===== src/rtl/veoi_pkg.sv =====
package veoi_pkg;
  localparam int ID_W   = 10;
  localparam int SRC_W  = 3;
  localparam int LR_W   = 2 * ID_W + SRC_W + 3;
  localparam int SPUR_LO = 1020;
  localparam int SGI_LIM = 16;

  // Field order matches the flat load encoding, MSB first.
  typedef struct packed {
    logic [ID_W-1:0]  pid;
    logic [ID_W-1:0]  vid;
    logic [SRC_W-1:0] src;
    logic             grp1;
    logic             hw;
    logic             act;
  } lr_ent_t;
endpackage


===== src/rtl/veoi_prio_drop.sv =====
module veoi_prio_drop #(
  parameter int W = 32
) (
  input  logic [W-1:0] apr_i,
  output logic [W-1:0] apr_o
);
  // Lowest-numbered set bit is the most urgent; x & (x-1) removes it.
  assign apr_o = apr_i & (apr_i - W'(1));
endmodule


===== src/rtl/veoi_lr_match.sv =====
module veoi_lr_match
  import veoi_pkg::*;
#(
  parameter int N = 4,
  localparam int IW = (N > 1) ? $clog2(N) : 1
) (
  input  lr_ent_t [N-1:0]  ents,
  input  logic [ID_W-1:0]  id,
  input  logic [SRC_W-1:0] src,
  input  logic             is_sgi,
  output logic             hit,
  output logic [IW-1:0]    idx
);
  logic [N-1:0] m;

  for (genvar g = 0; g < N; g++) begin : g_cmp
    assign m[g] = ents[g].act && (ents[g].vid == id) &&
                  (!is_sgi || (ents[g].src == src));
  end

  // Lowest index wins when several entries match.
  always_comb begin
    hit = 1'b0;
    idx = '0;
    for (int i = N - 1; i >= 0; i--) begin
      if (m[i]) begin
        hit = 1'b1;
        idx = IW'(i);
      end
    end
  end
endmodule


===== src/rtl/veoi_handler.sv =====
module veoi_handler
  import veoi_pkg::*;
#(
  parameter int ADDR_W  = 12,
  parameter logic [ADDR_W-1:0] EOI_OFS = 12'h010,
  parameter int APR_W   = 32,
  parameter int NUM_LR  = 4,
  localparam int IDX_W  = (NUM_LR > 1) ? $clog2(NUM_LR) : 1
) (
  input  logic              clk,
  input  logic              rst,
  input  logic              eoi_mode,
  input  logic              sec_disable,
  input  logic              wr_valid,
  output logic              wr_ready,
  input  logic [ADDR_W-1:0] wr_addr,
  input  logic [31:0]       wr_data,
  input  logic              rd_en,
  output logic              rd_valid,
  output logic [31:0]       rd_data,
  input  logic              apr_load_en,
  input  logic [APR_W-1:0]  apr_load_data,
  input  logic              lr_load_en,
  input  logic [IDX_W-1:0]  lr_load_idx,
  input  logic [LR_W-1:0]   lr_load_data,
  output logic [APR_W-1:0]  apr_q,
  output logic [NUM_LR-1:0] lr_active,
  output logic              pdeact_valid,
  input  logic              pdeact_ready,
  output logic [ID_W-1:0]   pdeact_id
);
  lr_ent_t [NUM_LR-1:0] lr_q;
  logic [APR_W-1:0]     apr_drop;
  logic [ID_W-1:0]      eid;
  logic [SRC_W-1:0]     esrc;
  logic                 wr_fire, hit_reg, spurious, is_sgi, do_eoi;
  logic                 m_hit, deact, fwd;
  logic [IDX_W-1:0]     m_idx;
  logic                 unused_hi;

  assign unused_hi = ^wr_data[31:ID_W+SRC_W];

  assign eid      = wr_data[ID_W-1:0];
  assign esrc     = wr_data[ID_W+SRC_W-1:ID_W];
  assign spurious = (eid >= ID_W'(SPUR_LO));
  assign is_sgi   = (eid < ID_W'(SGI_LIM));

  assign wr_ready = !pdeact_valid && !apr_load_en && !lr_load_en;
  assign wr_fire  = wr_valid && wr_ready;
  assign hit_reg  = wr_fire && (wr_addr == EOI_OFS);
  assign do_eoi   = hit_reg && !spurious;

  veoi_prio_drop #(.W(APR_W)) u_drop (
    .apr_i (apr_q),
    .apr_o (apr_drop)
  );

  veoi_lr_match #(.N(NUM_LR)) u_match (
    .ents   (lr_q),
    .id     (eid),
    .src    (esrc),
    .is_sgi (is_sgi),
    .hit    (m_hit),
    .idx    (m_idx)
  );

  assign deact = do_eoi && !eoi_mode && m_hit;
  assign fwd   = deact && lr_q[m_idx].hw && (lr_q[m_idx].grp1 || sec_disable);

  always_ff @(posedge clk) begin
    if (rst) begin
      apr_q        <= '0;
      lr_q         <= '0;
      pdeact_valid <= 1'b0;
      pdeact_id    <= '0;
      rd_valid     <= 1'b0;
    end else begin
      rd_valid <= rd_en;
      if (apr_load_en)
        apr_q <= apr_load_data;
      else if (do_eoi)
        apr_q <= apr_drop;
      if (lr_load_en)
        lr_q[lr_load_idx] <= lr_ent_t'(lr_load_data);
      else if (deact)
        lr_q[m_idx].act <= 1'b0;
      if (pdeact_valid && pdeact_ready)
        pdeact_valid <= 1'b0;
      if (fwd) begin
        pdeact_valid <= 1'b1;
        pdeact_id    <= lr_q[m_idx].pid;
      end
    end
  end

  assign rd_data = '0;

  for (genvar g = 0; g < NUM_LR; g++) begin : g_act
    assign lr_active[g] = lr_q[g].act;
  end

  // Reserved identifiers leave every piece of state alone.
  p_spurious_noop_r3: assert property (@(posedge clk) disable iff (rst)
    (wr_valid && wr_ready && wr_addr == EOI_OFS && wr_data[ID_W-1:0] >= ID_W'(SPUR_LO))
    |=> ($stable(apr_q) && $stable(lr_active) && !$rose(pdeact_valid)));

  // A drop removes exactly one bit and never sets one.
  p_drop_one_bit_r4: assert property (@(posedge clk) disable iff (rst)
    (do_eoi && apr_q != '0)
    |=> ($countones(apr_q) == $countones($past(apr_q)) - 1) &&
        ((apr_q & ~$past(apr_q)) == '0));

  // Drop-only mode leaves the bank untouched.
  p_mode1_keeps_bank_r5: assert property (@(posedge clk) disable iff (rst)
    (wr_valid && wr_ready && eoi_mode) |=> $stable(lr_active));

  // Pending request is held steady until taken.
  p_req_hold_r8: assert property (@(posedge clk) disable iff (rst)
    (pdeact_valid && !pdeact_ready) |=> (pdeact_valid && $stable(pdeact_id)));

  // No write is taken while a request is outstanding.
  p_backpressure_r10: assert property (@(posedge clk) disable iff (rst)
    pdeact_valid |-> !wr_ready);

  // At most one entry loses its active flag per write.
  p_single_deact_r5: assert property (@(posedge clk) disable iff (rst)
    (wr_valid && wr_ready) |=> $countones($past(lr_active) & ~lr_active) <= 1);
endmodule


===== config.mk =====
export PLATFORM = sky130hd
export DESIGN_NAME = veoi_handler
export DESIGN_NICKNAME = d
export VERILOG_FILES = /design/src/rtl/veoi_pkg.sv /design/src/rtl/veoi_prio_drop.sv /design/src/rtl/veoi_lr_match.sv /design/src/rtl/veoi_handler.sv
export SDC_FILE = /design/constraint.sdc
export NUM_CORES = 1
export LEC_CHECK = 0
export ABC_CLOCK_PERIOD_IN_PS = 4150
export CORE_ASPECT_RATIO = 0.9
export CORE_MARGIN = 4
export CORE_UTILIZATION = 28
export DETAILED_ROUTE_END_ITERATION = 10
export PLACE_DENSITY = 0.58
export SYNTH_ARGS = -nofsm -noshare
export SYNTH_HDL_FRONTEND = slang
export SYNTH_SLANG_ARGS = --single-unit
export TNS_END_PERCENT = 50

===== constraint.sdc =====
create_clock -name clk -period 4.15 [get_ports clk]
set_clock_uncertainty 0.15 [all_clocks]
set_input_delay 0.6225 -clock clk [delete_from_list [all_inputs] [get_ports clk]]
set_output_delay 0.6225 -clock clk [all_outputs]
set_load 0.05 [all_outputs]

==> results of run 1 <==
## path summary, 6_finish.rpt
kind	slack [ps]	endpoint	depth (start not counted)
hold / removal	300	lr_q[69]	2
hold reg to reg	300	lr_q[69]	2
setup reg to reg	1120	pdeact_id[5]	9
setup / recovery	570	pdeact_id[5]	10
## final cells by class
cell class,instances,area [sq um]
well taps,308,385
flip-flops and latches,148,2960
inverters,4,15.0
multi-input cells,658,3530
clock buffers,19,443
fillers,2467,15100
clock inverters,13,174
repair buffers,167,1620
## cells in the mapped netlist (4+ instances only)
cell / number / share of area (%)
xor2_1: 6 / 0.76
a2111oi_0: 5 / 0.63
o211ai_1: 9 / 0.98
nor2_1: 7 / 0.38
o21ai_0: 5 / 0.36
nand2_1: 259 / 14
a22oi_1: 11 / 1.2
buf_4: 36 / 3.9
nand3_1: 21 / 1.5
a21oi_1: 137 / 9.9
dfxtp_1: 148 / 43
clkbuf_1: 59 / 3.2
o21ai_1: 4 / 0.29
nand4_1: 17 / 1.5
xnor2_1: 46 / 5.8
or3_1: 5 / 0.45
mux2i_1: 10 / 1.5
a31o_1: 10 / 1.3
o311ai_0: 7 / 0.89
nor3_1: 9 / 0.65
nand3b_1: 4 / 0.44
nand2b_1: 13 / 1.2
## critical path, delay by kind of cell
family,cells,cell delay (ps)
AOI/OAI and AO/OA,5,1690
buffers and inverters,2,800
xor gates and xnor gates,1,310
muxes,1,190
and+or+nand+nor,1,150
## sequential cells by signal, indices dropped and copies added, names as in the netlist
register      cells
pdeact_valid      1
lr_q            100
pdeact_id        10
rd_valid          1
lr_active         4
apr_q            32
## through the flow
| stage | utilization [%] | setup WS [ps] | instance area [sq um] |
|---|---|---|---|
| 2_1_floorplan | - | 7.37 | 7020 |
| 3_3_place_gp | 35.1 | 213 | 8510 |
| 3_5_place_dp | 35.1 | 147 | 8510 |
| 4_1_cts | 37.6 | 585 | 9130 |
| 5_1_grt | 37.6 | 268 | 9130 |
| 6_report | 37.6 | 571 | 9130 |
## kinds of logic (layout without fill, tap and decap cells)
logic type	after synthesis	count (layout)	synth area share, %
buffers and inverters	104	203	7.78
xor gates and xnor gates	52	52	6.60
AOI/OAI and AO/OA	207	207	18.4
and+or+nand+nor	357	357	22.8
muxes	10	10	1.45
other	1	32	0.0544
DFF	148	148	42.9
## power breakdown
part	switching, uW	internal (uW)
Clock	651	974
Sequential	36.7	1470
Combinational	325	193
Total	1010	2640
## layer usage
layer	routed length (um)	up-vias	share of wire [%]
met4	233	0	1.1
met5	0	-	0
met3	882	13	4.1
met2	10100	157	47
li1	-	3169	-
met1	10200	2990	48
==> metrics.log, run 1 <==
[metrics] Floorplan Core Area: 24300 sq um
[metrics] power density over the cells: 400 nW/um^2
[metrics] min-delay worst type: flop to flop
[metrics] DRC marker count from the first detailed-route iteration: 390
[metrics] highest-delay cell along the critical path: a2111oi_2
[metrics] relative area change from synthesis to final layout: 32.3%
[metrics] ports placed on the boundary: 194
[metrics] sequential share of the synthesized area: 42.9%
[metrics] Ant. Diodes: 0
[metrics] Crit Reg-Reg Startpoint: lr_q[7]
[metrics] die span in y: 157 um
[metrics] clock root cell: clkbuf_16
[metrics] effective utilization at floorplan: 28.4%
[metrics] final hold slack: 304 ps
[metrics] top library cells by usage in the layout, fill and taps aside: nand2_1 (259), dfxtp_1 (148), clkdlybuf4s50_1 (140)
[metrics] number of synthesized register bits: 148
[metrics] hold violation count in the final report: 0
[metrics] worst skew pair latency: 420 ps
[metrics] achievable frequency: 279 MHz
[metrics] result of the run: complete, no violations
[metrics] crit path cell chain: clkdlybuf4s50_1, xnor2_1, nand4_1, a2111oi_2, a2111oi_4, a221oi_1, a22oi_2, o2111ai_2, buf_12, mux2i_1
[metrics] number of different library cells in the post-synthesis netlist: 55
[metrics] Synth Area per Inst: 7.85 sq um
[metrics] critical-path maximum fanout: 11
[metrics] worst path arrival time: 3780 ps
[metrics] synthesized cell area: 6900 sq um
[metrics] pin count of the biggest net entering global routing: 76
[metrics] antenna viol nets, final: 0
[metrics] buffers inserted during post-CTS setup optimization: 0
[metrics] post-route DRC violation count: 0
[metrics] fraction of synthesis flops using an asynchronous set or reset pin: 0%
[metrics] met1 Track Usage GR: 21.2%
[metrics] CTS tree: yes
[metrics] number of sinks driven by the clock tree: 148
[metrics] Total Neg Setup Slack: 0 ps
[metrics] global-route met2 utilization: 24.8%
[metrics] Die ar.: 27200 sq um
[metrics] startpoint class of the critical path: input pin
[metrics] PostCTS Resize Cnt: 0
[metrics] number of rows in the core area: 54
[metrics] post-route total power: 3650 uW
[metrics] placed cells: 1285
[metrics] startpoint of the lowest-slack hold path: lr_q[69]
[metrics] unrepaired setup endpoints after global routing: no
[metrics] clock buffer depth: 2
[metrics] chip width: 173 um
[metrics] quantity of hold-fixing buffers added after cts: 0
[metrics] aggregate global-route resource usage: 15.4%
[metrics] final critical-path share of the clock period: 86.2%
[metrics] nets: 1109
[metrics] slew of the pin with the lowest slew margin: 1160 ps
[metrics] Worst setup EP type: flop
[metrics] port bufs: 142
[metrics] most common cell after layout, fill and taps aside: nand2_1
[metrics] DRT Pass-1 Iters: 5
[metrics] Setup violations, final: 0
[metrics] largest voltage drop on the vdd net: 0.000208 V
[metrics] worst setup path class: input pin to flop
[metrics] number of enable-type register cells in the synthesized netlist: 0
[metrics] Data required, critical path: 4350 ps
[metrics] Final Wtd Congestion: 0.874
[metrics] dominant register cell in the synthesized netlist: dfxtp_1
[metrics] antenna violations before repair: 0
[metrics] Max Cap Viol: 0
[metrics] # H-tree levels: 4
[metrics] non-filler cells in the finished layout: 1317
[metrics] detailed-route via count: 6329
[metrics] vias in the first global route: 6030
[metrics] met3 usage: 3.48%
[metrics] share of final-layout standard cells stronger than drive strength 1: 7.14%
[metrics] delay of the slowest cell on the worst path: 770 ps
[metrics] final routed wirelength across all metal layers: 21.4 mm
[metrics] HPWL after DPL: 15.0 mm
[metrics] number of max-slew violations in the final report: 0
[metrics] via density per instance: 4.81
[metrics] yosys warns: 0
[metrics] GRT busiest layer: met2
[metrics] sum of overflow across all layers after global routing: 0
[metrics] post-layout min period: 3580 ps
[metrics] number of cells produced by synthesis: 879
[metrics] static leakage power: 0.00312 uW
[metrics] global-route wire length before repair: 33.5 mm
[metrics] wire length per cell: 16.2 um
[metrics] Clock transition at path regs: 60 ps
[metrics] worst max-slew margin expressed relative to the limit: 20.4%
[metrics] launching element of the worst setup path: wr_data[5]
[metrics] TritonCTS buffer count: 17
Note: power is estimated with default switching activity, not from simulation.
==> run 2, diff against run 1 <==
--- a/config.mk
+++ b/config.mk
@@ -8,9 +8,9 @@
 export ABC_CLOCK_PERIOD_IN_PS = 4150
 export CORE_ASPECT_RATIO = 0.9
 export CORE_MARGIN = 4
-export CORE_UTILIZATION = 28
+export CORE_UTILIZATION = 45
 export DETAILED_ROUTE_END_ITERATION = 10
-export PLACE_DENSITY = 0.58
+export PLACE_DENSITY = 0.82
 export SYNTH_ARGS = -nofsm -noshare
 export SYNTH_HDL_FRONTEND = slang
 export SYNTH_SLANG_ARGS = --single-unit
==> constraint.sdc (replaced) <==
create_clock -name clk -period 4.15 [get_ports clk]
set_clock_uncertainty 0.15 [all_clocks]
set_input_delay 0.415 -clock clk [delete_from_list [all_inputs] [get_ports clk]]
set_output_delay 0.415 -clock clk [all_outputs]
set_load 0.05 [all_outputs]
==> run 2 against run 1 <==
Net effect: routed wire length fell by 6.0%; count of clock-buffer cells in the layout stayed put; critical path depth did not move; first-iteration DRC count is 50% higher; die area is 36% lower; combinational power is 1% lower; largest cell class unchanged.
==> metrics.log, run 2 (synthesis gave the netlist of run 1 again) <==
[metrics] P_int: 2760 uW
[metrics] instance count along the most critical hold path: 2
[metrics] HPWL after DPL: 14.1 mm
[metrics] Floorplan Core Area: 14900 sq um
[metrics] power density over the cells: 415 nW/um^2
[metrics] Hold Path Sink: lr_q[45]
[metrics] pin count of the biggest net entering global routing: 92
[metrics] Total Neg Setup Slack: 0 ps
[metrics] most common cell after layout, fill and taps aside: nand2_1
[metrics] result of the run: complete, no violations
[metrics] number of sinks driven by the clock tree: 148
[metrics] nets: 1103
[metrics] combinational share of power: 13.7%
[metrics] post-route DRC violation count: 0
[metrics] share of final-layout standard cells stronger than drive strength 1: 6.58%
[metrics] Die ar.: 17400 sq um
[metrics] part of the total power dissipated in the clock network: 45.8%
[metrics] worst max-slew margin expressed relative to the limit: 24.7%
[metrics] achievable frequency: 285 MHz
[metrics] hold violation count in the final report: 0
[metrics] top library cells by usage in the layout, fill and taps aside: nand2_1 (259), dfxtp_1 (148), clkdlybuf4s50_1 (141)
[metrics] critical-path maximum fanout: 11
[metrics] worst-case register-to-register setup slack: 900 ps
[metrics] delay of the slowest cell on the worst path: 840 ps
[metrics] chip width: 139 um
[metrics] worst setup path class: input pin to flop
[metrics] area taken by multi-input logic gates: 3530 sq um
[metrics] sequential power share: 40.5%
[metrics] die span in y: 125 um
[metrics] aggregate global-route resource usage: 22.6%
[metrics] Reg area: 2960 sq um
[metrics] effective utilization at floorplan: 46.4%
[metrics] Ant. Diodes: 0
[metrics] Data required, critical path: 4350 ps
[metrics] startpoint class of the critical path: input pin
[metrics] Clock transition at path regs: 60 ps
[metrics] DRC marker count from the first detailed-route iteration: 586
[metrics] slew of the pin with the lowest slew margin: 1130 ps
[metrics] Max Cap Viol: 0
[metrics] unrepaired setup endpoints after global routing: no
[metrics] launching element of the worst setup path: wr_data[2]
[metrics] clock buffer depth: 2
[metrics] number of max-slew violations in the final report: 0
[metrics] clock root cell: clkbuf_16
[metrics] vias in the first global route: 6184
[metrics] number of fill cells in the layout: 1346
[metrics] highest-delay cell along the critical path: nor4b_1
[metrics] placed cells: 1169
[metrics] startpoint of the lowest-slack hold path: lr_q[45]
[metrics] worst-case reg-to-reg path depth: 9
[metrics] worst skew pair latency: 430 ps
[metrics] global-route wire length before repair: 32.0 mm
[metrics] post-layout min period: 3510 ps
[metrics] antenna violations before repair: 0
[metrics] max FFs per register: 100
[metrics] antenna viol nets, final: 0
[metrics] ports placed on the boundary: 194
[metrics] sum of overflow across all layers after global routing: 0
[metrics] Worst setup EP type: flop
[metrics] switching power of the nets: 969 uW
[metrics] min-delay worst type: flop to flop
[metrics] Setup violations, final: 0
[metrics] kind of cell adding the most delay to the critical path: simple AND/OR/NAND/NOR gates
[metrics] # H-tree levels: 4
[metrics] PostCTS Resize Cnt: 0
[metrics] final hold slack: 304 ps
[metrics] CTS tree: yes
[metrics] number of rows in the core area: 42
[metrics] worst path arrival time: 3710 ps
[metrics] final critical-path share of the clock period: 84.5%
[metrics] R2R Path End: pdeact_id[1]
[metrics] largest voltage drop on the vdd net: 0.000341 V
[metrics] buffers inserted during post-CTS setup optimization: 0
[metrics] registers with the highest flip-flop counts: lr_q x100, apr_q x32, pdeact_id x10
[metrics] number of buffers and inverters on the critical path: 2
[metrics] Final Wtd Congestion: 0.969
[metrics] DRT Pass-1 Iters: 5
[metrics] relative area change from synthesis to final layout: 30.2%
[metrics] quantity of hold-fixing buffers added after cts: 0
[metrics] non-filler cells in the finished layout: 1201
[metrics] switching share of power: 26.0%
[metrics] register ranked first by flip-flop count: lr_q
[metrics] TritonCTS buffer count: 17
[metrics] wire length per cell: 16.7 um
[metrics] detailed-route via count: 6502
[metrics] port bufs: 142
[metrics] static leakage power: 0.00311 uW
[metrics] via density per instance: 5.41
[metrics] crit path cell chain: clkdlybuf4s50_1, xor2_1, nor3_1, nor4b_1, a2111oi_4, a221oi_1, a22oi_2, o2111ai_2, buf_4, mux2i_1
[metrics] Crit Reg-Reg Startpoint: lr_q[7]
[metrics] post-route total power: 3730 uW
[metrics] final routed wirelength across all metal layers: 20.1 mm
-- run 2: changes by cell type in the layout (fill, tap and decap cells not counted), sizes merged --
| cell | previous run | this run |
|---|---|---|
| buf | 27 | 20 |
| clkdlybuf4s50 | 140 | 141 |
| bufinv | 3 | 5 |
| inv | 7 | 5 |
-- run 2: worst max path at each step --
stage | to | cells past startpoint
after detailed placement | pdeact_id[1] | 10
after CTS | pdeact_id[1] | 10
after floorplan | apr_q[18] | 8
after global routing | pdeact_id[1] | 10
after global placement | pdeact_id[3] | 10
final | pdeact_id[1] | 10
-- run 2: power by group through the flow --
stage / clock network [uW] / registers (uW) / logic, uW
floorplan: 0 / 1590 / 283
global placement: 0 / 1540 / 501
detailed placement: 0 / 1540 / 507
CTS: 1730 / 1510 / 510
global route: 1790 / 1520 / 549
finish: 1710 / 1510 / 512
-- run 2: layout make-up --
type	instances	area share, %
Inverter	4	0.167
Multi-Input combinational cell	658	39.3
Sequential cell	148	33.0
Tap cell	198	2.76
Clock inverter	13	2.26
Timing Repair Buffer	161	17.5
Clock buffer	19	5.04
-- run 2: tightest hold or removal path: stages (launching register included) --
cell and delay (ps):
dfxtp_1 310, nand2_1 50, a21oi_1 50
-- run 2: layer usage --
layer | global-route usage (%) | vias up | share of wire, %
met5 | 0 | - | 0
met4 | 8.37 | 0 | 2.0
met3 | 4.43 | 35 | 7.3
met2 | 35.8 | 284 | 47
met1 | 30.8 | 3024 | 43
li1 | - | 3159 | -
-- run 2: through the flow --
stage | util, % | cell area (sq um) | setup WS (ps)
after floorplan | - | 7020 | 215
after global placement | 56.0 | 8330 | 350
after detailed placement | 56.0 | 8330 | 295
after CTS | 60.4 | 8980 | 731
after global routing | 60.4 | 8980 | 498
final | 60.4 | 8980 | 644
